<file path="src/rtl/cck_pkg.sv">
package cck_pkg;
  localparam int CMAX = 64;

  // Control register tap mask (bit positions fed into the XOR), by length.
  function automatic logic [CMAX-1:0] ctrl_taps(input int len);
    logic [CMAX-1:0] m;
    m = '0;
    case (len)
      64: begin m[63] = 1'b1; m[62] = 1'b1; m[60] = 1'b1; m[59] = 1'b1; end
      8:  begin m[7] = 1'b1; m[5] = 1'b1; m[4] = 1'b1; m[3] = 1'b1; end
      default: begin m[len-1] = 1'b1; m[0] = 1'b1; end
    endcase
    return m;
  endfunction

  // Middle exponent k of trinomial x^len + x^k + 1 for generating register idx.
  function automatic int gen_tap(input int len, input int idx);
    int k;
    k = 1;
    case (len)
      31: case (idx) 0: k = 3; 1: k = 6; 2: k = 7; default: k = 13; endcase
      7:  case (idx) 0: k = 1; 1: k = 3; 2: k = 4; default: k = 6; endcase
      default: k = 1;
    endcase
    return k;
  endfunction
endpackage

</file>
<file path="src/rtl/cck_ctrl_reg.sv">
module cck_ctrl_reg #(
  parameter int CTRL_LEN = 64,
  parameter int W        = 2,
  parameter int IDXW     = $clog2(CTRL_LEN)
) (
  input  logic                clk,
  input  logic                rst_n,
  input  logic                load,
  input  logic [CTRL_LEN-1:0] seed,
  input  logic [W*IDXW-1:0]   idx_flat,
  input  logic                adv,
  output logic [CTRL_LEN-1:0] state,
  output logic [W-1:0]        sel
);
  localparam logic [cck_pkg::CMAX-1:0] TAPM = cck_pkg::ctrl_taps(CTRL_LEN);

  // Maximal-length step with the all-zero state spliced into the cycle.
  function automatic logic [CTRL_LEN-1:0] db_next(input logic [CTRL_LEN-1:0] s);
    logic fb;
    fb = ^(s & TAPM[CTRL_LEN-1:0]);
    fb = fb ^ (s[CTRL_LEN-2:0] == '0);
    return {s[CTRL_LEN-2:0], fb};
  endfunction

  logic [IDXW-1:0] idx_q [W];

  always_ff @(posedge clk) begin
    if (!rst_n) begin
      state <= '0;
    end else if (load) begin
      state <= seed;
    end else if (adv) begin
      state <= db_next(state);
    end
  end

  for (genvar j = 0; j < W; j++) begin : g_stage
    always_ff @(posedge clk) begin
      if (!rst_n)    idx_q[j] <= '0;
      else if (load) idx_q[j] <= idx_flat[j*IDXW +: IDXW];
    end
    assign sel[j] = state[idx_q[j]];
  end
endmodule

</file>
<file path="src/rtl/cck_gen_lfsr.sv">
module cck_gen_lfsr #(
  parameter int LEN = 31,
  parameter int K   = 3
) (
  input  logic           clk,
  input  logic           rst_n,
  input  logic           load,
  input  logic [LEN-1:0] seed,
  input  logic           adv,
  output logic [LEN-1:0] state,
  output logic           out_next
);
  function automatic logic [LEN-1:0] lfsr_next(input logic [LEN-1:0] s);
    return {s[LEN-2:0], s[LEN-1] ^ s[LEN-1-K]};
  endfunction

  logic [LEN-1:0] nxt;
  assign nxt      = lfsr_next(state);
  assign out_next = adv ? nxt[LEN-1] : state[LEN-1];

  always_ff @(posedge clk) begin
    if (!rst_n)    state <= '0;
    else if (load) state <= seed;
    else if (adv)  state <= nxt;
  end
endmodule

</file>
<file path="src/rtl/cc_keystream.sv">
module cc_keystream #(
  parameter int CTRL_LEN = 64,
  parameter int N_GEN    = 4,
  parameter int GEN_LEN  = 31,
  parameter bit PT_XOR   = 1'b1,
  localparam int W       = $clog2(N_GEN),
  localparam int IDXW    = $clog2(CTRL_LEN)
) (
  input  logic                     clk,
  input  logic                     rst_n,
  input  logic                     key_load,
  input  logic [CTRL_LEN-1:0]      key_ctrl,
  input  logic [N_GEN*GEN_LEN-1:0] key_gen,
  input  logic [W*IDXW-1:0]        key_stage,
  input  logic                     step_en,
  input  logic                     pt_bit,
  output logic                     ks_valid,
  output logic                     ks_bit,
  output logic                     ct_bit,
  output logic                     key_err
);
  logic                     key_ok_q;
  logic                     step;
  logic                     bad_key;
  logic [W-1:0]             sel_code;
  logic [CTRL_LEN-1:0]      ctrl_state;
  logic [N_GEN-1:0]         gen_adv;
  logic [N_GEN-1:0]         out_next;
  logic [N_GEN-1:0]         seed_zero;
  logic [N_GEN*GEN_LEN-1:0] gen_flat;

  assign step = step_en & key_ok_q & ~key_load;

  cck_ctrl_reg #(.CTRL_LEN(CTRL_LEN), .W(W), .IDXW(IDXW)) u_ctrl (
    .clk(clk), .rst_n(rst_n), .load(key_load), .seed(key_ctrl),
    .idx_flat(key_stage), .adv(step), .state(ctrl_state), .sel(sel_code)
  );

  for (genvar i = 0; i < N_GEN; i++) begin : g_gen
    localparam int KI = cck_pkg::gen_tap(GEN_LEN, i);
    assign gen_adv[i]   = step && (sel_code == W'(i));
    assign seed_zero[i] = (key_gen[i*GEN_LEN +: GEN_LEN] == '0);
    cck_gen_lfsr #(.LEN(GEN_LEN), .K(KI)) u_lfsr (
      .clk(clk), .rst_n(rst_n), .load(key_load),
      .seed(key_gen[i*GEN_LEN +: GEN_LEN]), .adv(gen_adv[i]),
      .state(gen_flat[i*GEN_LEN +: GEN_LEN]), .out_next(out_next[i])
    );
  end

  assign bad_key = |seed_zero;

  always_ff @(posedge clk) begin
    if (!rst_n) begin
      key_ok_q <= 1'b0;
      key_err  <= 1'b0;
      ks_valid <= 1'b0;
      ks_bit   <= 1'b0;
    end else if (key_load) begin
      key_ok_q <= ~bad_key;
      key_err  <= bad_key;
      ks_valid <= 1'b0;
    end else begin
      ks_valid <= step;
      if (step) ks_bit <= ^out_next;
    end
  end

  if (PT_XOR) begin : g_ct
    assign ct_bit = ks_bit ^ pt_bit;
  end else begin : g_noct
    assign ct_bit = ks_bit;
  end
endmodule

</file>
<file path="config.mk">
export PLATFORM = sky130hd
export DESIGN_NAME = cc_keystream
export DESIGN_NICKNAME = d
export VERILOG_FILES = /design/src/rtl/cck_pkg.sv /design/src/rtl/cck_ctrl_reg.sv /design/src/rtl/cck_gen_lfsr.sv /design/src/rtl/cc_keystream.sv
export SDC_FILE = /design/constraint.sdc
export NUM_CORES = 1
export LEC_CHECK = 0
export BUFFER_PORTS_ARGS = -buffer_cell sky130_fd_sc_hd__buf_4
export CAP_MARGIN = 20
export CORE_MARGIN = 4
export CORE_UTILIZATION = 45
export CTS_BUF_LIST = sky130_fd_sc_hd__clkbuf_16
export CTS_CLUSTER_DIAMETER = 120
export DETAILED_ROUTE_END_ITERATION = 10
export GPL_ROUTABILITY_DRIVEN = 0
export PLACE_DENSITY = 0.67
export SLEW_MARGIN = 20
export SYNTH_ARGS = -nofsm -noshare
export SYNTH_HDL_FRONTEND = slang
export SYNTH_SLANG_ARGS = --single-unit
</file>
<file path="constraint.sdc">
create_clock -name clk -period 3.95 [get_ports clk]
set_input_delay 0.79 -clock clk [delete_from_list [all_inputs] [get_ports clk]]
set_output_delay 0.79 -clock clk [all_outputs]
set_load 0.01 [all_outputs]
</file>
Word-level counts from Yosys, hierarchy flattened
Memories as Yosys holds them, arrays and structs flattened.
Index checks and enable logic that the tools add are counted.
{"block": "op_classes", "order_cmp": 2, "eq_ne": 3, "n_mux": 24, "bitwise_logic": 13, "n_reduce_logical": 20}
{"operator": "31-bit 2-to-1 mux", "n": 8}
{"operator": "64-bit 2-to-1 mux", "n": 2}
{"operator": "31-bit zero test", "n": 4}
{"operator": "64-bit parity", "n": 1}
{"operator": "63-bit zero test", "n": 1}
{"operator": "6-bit by 7-bit < comparator with 1-bit output (second input constant)", "n": 2}
{"operator": "1-bit binary-select mux with 6-bit select", "n": 2}
{"operator": "6-bit 2-to-1 mux", "n": 2}
{"operator": "1-bit 2-to-1 mux", "n": 10}
{"operator": "2-bit nonzero test", "n": 5}
{"operator": "1-bit bitwise XOR", "n": 6}
{"operator": "2-bit == test (second input constant)", "n": 2}
{"operator": "1-bit logical AND", "n": 4}
{"operator": "4-bit OR reduction", "n": 1}
{"operator": "4-bit parity", "n": 1}
{"operator": "1-bit inverter", "n": 3}
{"operator": "1-bit bitwise AND", "n": 2}
{"operator": "2-bit by 1-bit == test with 1-bit output (second input constant)", "n": 1}
{"operator": "2-bit zero test", "n": 1}
{"operator": "1-bit OR", "n": 2}
{"operator": "2-bit AND reduction", "n": 1}
{"operator": "2-bit OR reduction", "n": 1}
{"block": "word_totals", "register_bits": 192, "ramBits": 12, "out_inout_bits": 4, "mem_count": 1}
{"name": "u_ctrl.idx_q", "depth": 2, "word_bits": 6, "read_ports": 2, "rd_clocked_by_memory_dff": 0, "write_ports": 2, "line_no": "cck_ctrl_reg.sv:25", "text": "logic [IDXW-1:0] idx_q [W];"}

Logic depth before layout (Yosys ltp)
Gate-level depths: netlist of the first run.
{"block": "logic_depth", "depth_word": 6, "ltp_mapped": 12}

Modules after synthesis
From an unflattened synthesis of the first run, not the netlist that was laid out.
{"block": "unflattened", "cells_unflattened": 1107, "area_unflattened_um2": 11966.5}
{"mod": "cck_gen_lfsr at g_gen[0].u_lfsr ...", "n_inst": 3, "cells_each": 139, "area_per_inst_um2": 1702.9}
{"mod": "cck_ctrl_reg", "n_inst": 1, "cells_each": 484, "area_per_inst_um2": 4668.2}
{"mod": "cck_gen_lfsr at g_gen[1].u_lfsr", "n_inst": 1, "cells_each": 139, "area_per_inst_um2": 1705.4}
{"mod": "cc_keystream", "n_inst": 1, "cells_each": 67, "area_per_inst_um2": 484.2}

Worst setup path before layout of the first run
Ideal clock, no wire load.
{"block": "synth_timing", "path_kind": "register -> register", "from": "mem u_ctrl.idx_q[1][0] (netlist name)", "to": "reg ks_bit", "setup_time_ps": 126, "t_arrival_ps": 2948, "setup_slack_ps": 876, "path_stages_with_launch": 13, "n_path_buf": 3, "period_less_slack_ps": 3074, "cell_sequence": "edfxtp_1 > buf_4 > buf_8 > mux4_2 > mux2i_1 > mux4_2 > or2_0 > buf_2 > a2111oi_4 > mux2i_1 > xor2_1 > xnor2_1 > a21oi_1"}
{"item": "start, declared", "line_no": "cck_ctrl_reg.sv:25"}
{"item": "end signal, assigned", "line_no": "cc_keystream.sv:64", "text": "if (step) ks_bit <= ^out_next;"}
{"item": "end, declared", "line_no": "cc_keystream.sv:18", "text": "output logic ks_bit,"}

==> results.cfg, run 1 <==
[cells_and_area]
fillers = 2200
syn_to_final_growth_pct = 21.62
final-seq-area_um2 = 4204
diodes = 0
multiInputGateArea_um2 = 6324
layout.nets = 1523
final_layout_size_suffix_gt1_share_pct = 21.51

[die]
ios = 209
dieArea_um2 = 26850
die_y_um = 163.9
initial_core_util_pct = 46.16
placementRows = 56
die_w_um = 163.9
core_um2 = 23680

[timing]
max_freq_mhz = 292.1
min_period_over_period_pct = 86.66
slew_violations = 0
tightest_slew_ps = 813.8
final-setup-viol-count = 0
finClkSkew_ps = 8.266
fin_setup_tns_ps = 0
min_period_ps = 3423
rsz0062_at_grt = no
relSlewSlack_pct = 45.61
finalHoldViolCount = 0

[worst_setup_path]
slowest_stage = edfxtp_1
startpoint_type = register
slowest_delay_ps = 610
critPathKind = reg2reg
worstPathCellList = mux4_2, mux2i_1, mux4_2, or2_0, a2111oi_4, mux2i_1, xor2_1, xnor2_1, a21oi_1
crit_path_end_kind = register
cp.required_ps = 4330
cp_max_fo = 9
critPathArrivalTime_ps = 3800
r2r_slack_ps = 530

[clock_network]
clkTransAtPathRegs_ps = 60
cts_resized = 0
cts_made_buffers = 23
cts.sinks = 204
h-tree-depth = 1
clkLatencyLatePin_ps = 510
post-cts-setup-buffers = 0
clockBufferDepth = 3
cts-root-buf = clkbuf_16
cts_hold_buf = 0
cts_tree = done

[outcome]
status = complete, no violations

[flow_run]
cap_violations = 0

[drt]
drt_iter0_markers = 550
dr.pass1.iters = 4
drt.antenna.violating_nets = 0
wl_per_cell_um = 16.97
via_per_inst = 5.448
route.detailed.drc = 0
via_count = 9005
drt-total-wl_um = 28060

[placed_design]
dp_hpwl_um = 19690
io_buffer_count = 208

[logic_synthesis]
synthTopCellsByCount = mux2i_1 (199), dfxtp_1 (192), nand2_1 (188), o21ai_0 (131), and2_1 (126)
synth.cell_area_um2 = 10930
synth_nets = 1370
yosysSeqAreaShare_pct = 38.46
yosysWarnings = 0
yosysMostFrequentCell = mux2i_1
ys_async_sr_fraction_pct = 0
yosysTopAreaCellShare_pct = 35.16
syn_area_per_cell_um2 = 9.383
synth_area_leaders = dfxtp_1 (35%), mux2i_1 (18%), and2_1 (7.2%)
synth_top_area_cell = dfxtp_1
netlist_instances = 1165
yosys_most_used_dff = dfxtp_1
ys_seq_elements = 204
ys_types = 33
synth_edf_count = 12

[global_route]
grt_usage_pct = 20.00
grtUsageMet2_pct = 31.75
grt_util_met3_pct = 3.563
antenna_found_initial = 0
overflow = 0
grt.met1_usage_pct = 28.34
top_usage_layer = met2
grt_max_degree = 204
grt_pass1_vias = 8655
grt_pass1_wl_um = 44300

[pwr]
total_leakage_power_nw = 6.396
max-vdd-ir-drop_v = 0.0002277
p_total_w = 0.004970
p_per_area_nw_per_um2 = 373.8

[hold_path]
hold_path.class = in2reg
[power by group]
group,switching (W),internal [W]
Clock,0.000823,0.00105
Combinational,0.000339,0.000419
Sequential,0.000130,0.00221
Total,0.00129,0.00368
[critical path: cells and delay by family, from the launching register on]
kind                      cells  cell delay (ps)
muxes                         4             1380
and+or+nand+nor               1              350
AOI/OAI and AO/OA             2              620
xor gates and xnor gates      2              340
DFF                           1              610
[kinds of logic (layout without fill, tap and decap cells)]
kind of cell    Yosys count  after routing  share of synthesized area, %
compound gates          212            212                         13.13
xor+xnor                 12             12                        0.9614
flops                   204            204                         38.46
mux                     232            232                         24.92
simple gates            409            409                         18.77
buf+inv                  96            265                         3.766
[placed cells by master, fill, tap and decap left out]
cell type  count
a221oi_1       2
and2_1       126
nor4_1        45
nand4_1       14
clkinv_1       5
inv_6          1
o21ai_0      131
xnor2_1        8
clkbuf_16     23
o221ai_2       1
and3_1        12
edfxtp_1      12
nor3_1         5
nor2b_1        4
nand2_1      187
clkinv_2       4
a2111oi_4      2
buf_12         3
a21oi_1        5
buf_4        218
a22o_1         1
mux4_2        32
or2_0          1
dfxtp_1      192
buf_6          1
a211oi_1       2
mux2i_1      199
o211a_1       59
nand2_4        1
o21ai_1        6
a22oi_1        3
inv_1         10
nand3_1        4
mux2_2         1
xor2_1         4
nor2_1        10
[routing by layer]
layer	wire length, um	vias to the layer above
met5	0	-
met4	621	0
met3	1759	53
met2	12940	268
met1	12740	4190
li1	-	4494
[final timing paths]
path                                    startpoint         endpoint  cells past startpoint
worst max-delay path            u_ctrl.idx_q[1][0]           ks_bit                      9
worst min-delay path                   key_ctrl[0]  u_ctrl.state[0]                      2
worst max register to register  u_ctrl.idx_q[1][0]           ks_bit                      9
worst min register to register             key_err          key_err                      2
[flip-flops by register name, summed over array words and instances, names as in the netlist]
signal	count
g_gen.u_lfsr.state	124
u_ctrl.state	64
u_ctrl.idx_q	12
key_err	1
key_ok_q	1
ks_bit	1
ks_valid	1
[through the flow]
| stage | area (um2) | worst slack [ps] | hold slack [ps] | std cells | util, % |
|---|---|---|---|---|---|
| 2_1_floorplan | 10930 | 876.2 | 478.9 | 1165 | - |
| 3_3_place_gp | 12640 | 542.4 | 487.0 | 1612 | 53.39 |
| 3_5_place_dp | 12640 | 460.4 | 511.5 | 1612 | 53.39 |
| 4_1_cts | 13300 | 460.5 | 488.3 | 1653 | 56.14 |
| 5_1_grt | 13300 | 320.7 | 498.8 | 1653 | 56.14 |
| 6_report | 13300 | 527.1 | 510.7 | 1653 | 56.14 |
[area by class of cell]
cell class,instances,area share (%)
clock buffer,23,4.329
clock inverter,18,0.5741
inverter,2,0.06588
multi-input combinational,865,47.56
sequential,204,31.62
tap,319,3.002
timing repair buffer,222,12.85
Note: power is estimated with default switching activity, not from simulation.
==> inputs of run 2 (changes only) <==
--- a/config.mk
+++ b/config.mk
@@ -5,6 +5,7 @@
 export SDC_FILE = /design/constraint.sdc
 export NUM_CORES = 1
 export LEC_CHECK = 0
+export ABC_AREA = 1
 export BUFFER_PORTS_ARGS = -buffer_cell sky130_fd_sc_hd__buf_4
 export CAP_MARGIN = 20
 export CORE_MARGIN = 4
==> run 2 against run 1 <==
  * Critical path depth is 6 higher
  * Sequential share of layout area hardly changed
  * Utilization decreased by 1.5 points
  * Hold slack got worse by 45 ps
  * Register-to-register slack better by 370 ps
  * Die area up 1.6%
  * Fmax up 12%
  * Wire length rose by 9.0%
  * Sequential power is essentially flat
  * Critical path type unchanged
  * Largest cell class unchanged
  * Highest routed layer unchanged
==> results.cfg, run 2 <==
[logic_synthesis]
synth_edf_count = 12
yosysSeqAreaShare_pct = 37.80
synth_top_area_cell = dfxtp_1
yosys.area_share.simple_pct = 35.38
yosysMostFrequentCell = nand2_1
synthAdderAreaFrac_pct = 0
yosysWarnings = 0
synthTopCellsByCount = nand2_1 (629), dfxtp_1 (192), nand3_1 (119), nor2_1 (112)
yosysTopAreaCellShare_pct = 34.56
netlist_instances = 1548
synth-xor-area-share_pct = 0.3150
syn_area_per_cell_um2 = 7.184
synth_nets = 1753
synth_top_family_by_area = simple AND/OR/NAND/NOR gates
yosys-mux-area-fraction_pct = 0
synth-compound-area-share_pct = 18.51
synth.cell_area_um2 = 11120
ys_seq_elements = 204
ys_types = 41
ys_async_sr_fraction_pct = 0
yosys_most_used_dff = dfxtp_1
synth_area_leaders = dfxtp_1 (35%), nand2_1 (21%), a311oi_2 (9.5%)

[global_route]
overflow = 0
grt_pass1_vias = 10170
antenna_found_initial = 0
grt_max_degree = 88
grt_usage_pct = 21.74
grt_pass1_wl_um = 49780

[worst_setup_path]
worstPathCellList = inv_2, nand3_1, nand3_1, nand2_1, nand2_1, nand3_1, nand3_2, nand2_4, nor2_8, nand2_4, nand2_2, buf_4, o211ai_1, o21ai_0, nor2_1
timing.rr.start = u_ctrl.idx_q[1][1]
slowest_delay_ps = 690
cp_top_family = simple AND/OR/NAND/NOR gates
cp_max_fo = 58
path_buf_inv = 2
cp.required_ps = 4340
critPathKind = reg2reg
critPathArrivalTime_ps = 3440
cpMostUsedCell = nand3_1
r2r-end = g_gen[0].u_lfsr.state[1]
slowest_stage = edfxtp_1
crit_path_end_kind = register
r2r_slack_ps = 900
startpoint_type = register
worst_r2r_path_depth = 15

[clock_network]
clkLatencyLatePin_ps = 520
cts-root-buf = clkbuf_16
cts_hold_buf = 0
cts_made_buffers = 23
clkTransAtPathRegs_ps = 70
post-cts-setup-buffers = 0
cts.sinks = 204
cts_tree = done
clockBufferDepth = 3
h-tree-depth = 1
cts_resized = 0

[hold_path]
hold_depth = 2
hold_path.class = reg2reg
hold_start = g_gen[2].u_lfsr.state[24]
min_to = g_gen[2].u_lfsr.state[24]

[timing]
finalHoldViolCount = 0
min_period_ps = 3051
fin_ws_ps = 898.7
whs_ps = 466.0
fin_setup_tns_ps = 0
final-setup-viol-count = 0
slew_violations = 0
finClkSkew_ps = 12.74
tightest_slew_ps = 844.9
max_freq_mhz = 327.7
min_period_over_period_pct = 77.25
rsz0062_at_grt = no
relSlewSlack_pct = 43.68

[die]
placementRows = 57
initial_core_util_pct = 45.73
die_y_um = 165.2
dieArea_um2 = 27290
ios = 209
die_w_um = 165.2
core_um2 = 24320

[outcome]
status = complete, no violations

[pwr]
max-vdd-ir-drop_v = 0.0002387
sw_frac_of_total_pct = 28.69
p_comb_share_pct = 16.8
p_int_w = 0.003728
total_leakage_power_nw = 5.323
seqPwrFrac_pct = 45.1
power.switching_w = 0.001500
p_per_area_nw_per_um2 = 393.3
clkPwrFrac_pct = 38.1

[cells_and_area]
layout_common_cells = nand2_1 (628), buf_4 (218), dfxtp_1 (192)
layout.nets = 1885
final_common_cell = nand2_1
final_core_util_pct = 54.65
final_layout_size_suffix_gt1_share_pct = 20.45
largestRegisters = g_gen.u_lfsr.state: 124 flops, u_ctrl.state: 64 flops, u_ctrl.idx_q: 12 flops
diodes = 0
largest-register = g_gen.u_lfsr.state
syn_to_final_growth_pct = 19.52
largest_reg_flops = 124
instances_no_fill = 2021

[placed_design]
dp_worst_setup_slack_ps = 875.9
dp_hpwl_um = 21520
dp_cells = 1979
io_buffer_count = 208

[drt]
via_count = 10880
via_per_inst = 5.382
drt-total-wl_um = 30580
route.detailed.drc = 0
drt_iter0_markers = 809
wl_per_cell_um = 15.13
drt.antenna.violating_nets = 0
dr.pass1.iters = 5

[flow_run]
cap_violations = 0
run 2: cell count changes in the layout (fill, tap and decap cells not counted), moves of 21 or more:
cell | previous run | this run
mux4_2 | 32 | 0
a311oi_2 | 0 | 70
nor2_1 | 10 | 112
a31oi_1 | 0 | 70
nand2_1 | 187 | 628
a21oi_1 | 5 | 26
inv_1 | 10 | 61
nand3_1 | 4 | 119
and2_1 | 126 | 0
mux2i_1 | 199 | 0
o211a_1 | 59 | 1
o21ai_0 | 131 | 9
run 2: routing by layer:
metal  share of wire [%]  vias up  track usage [%]  wire length (um)
li1                    -     5537                -                 -
met1                  44     5012            29.23             13550
met2                  48      270            36.58             14620
met3                 5.4       58            3.028              1644
met4                 2.5        0            6.087               772
met5                   0        -                0                 0
run 2: worst max path at each step:
stage,cells after the start,from,slack (ps),endpoint
final,15,u_ctrl.idx_q[1][1],900,g_gen[0].u_lfsr.state[1]
after global routing,15,u_ctrl.idx_q[1][1],600,g_gen[0].u_lfsr.state[1]
after CTS,15,u_ctrl.idx_q[1][1],880,g_gen[0].u_lfsr.state[1]
after detailed placement,15,u_ctrl.idx_q[1][1],880,g_gen[0].u_lfsr.state[1]
after global placement,15,u_ctrl.idx_q[1][1],930,g_gen[0].u_lfsr.state[1]
after floorplan,5,key_load,1650,u_ctrl.idx_q[0][0]
run 2: cells by family (layout without fill, tap and decap cells):
kind of cell | Yosys count | count (layout)
AOI/OAI and AO/OA | 224 | 224
xor gates and xnor gates | 4 | 4
buffers and inverters | 176 | 325
DFF | 204 | 204
and+or+nand+nor | 940 | 940
run 2: stage by stage:
stage / instance area (um2) / power (W)
floorplan: 11120 / 0.002977
global placement: 12600 / 0.003262
detailed placement: 12600 / 0.003278
CTS: 13290 / 0.005272
global route: 13290 / 0.005478
finish: 13290 / 0.005228
run 2: layout make-up:
cell class	instances	area, um2
fill	2347	11030
multi-input combinational	1168	6047
sequential	204	4204
timing repair buffer	221	1688
clock buffer	23	575.6
tap	324	405.4
inverter	62	251.5
clock inverter	19	120.1
run 2: worst min-delay path: cells and delay by family (launching register included):
kind | cells | cell delay (ps)
AOI/OAI and AO/OA | 1 | 50
DFF | 1 | 310
and+or+nand+nor | 1 | 60
run 2: power by group through the flow:
| stage | Clock, W | Combinational (W) | Sequential [W] |
|---|---|---|---|
| after global routing | 0.00212 | 0.000981 | 0.00238 |
| final | 0.00199 | 0.000878 | 0.00236 |
| after detailed placement | 0 | 0.000880 | 0.00240 |
| after floorplan | 0 | 0.000633 | 0.00234 |
| after global placement | 0 | 0.000867 | 0.00239 |
| after CTS | 0.00203 | 0.000883 | 0.00236 |
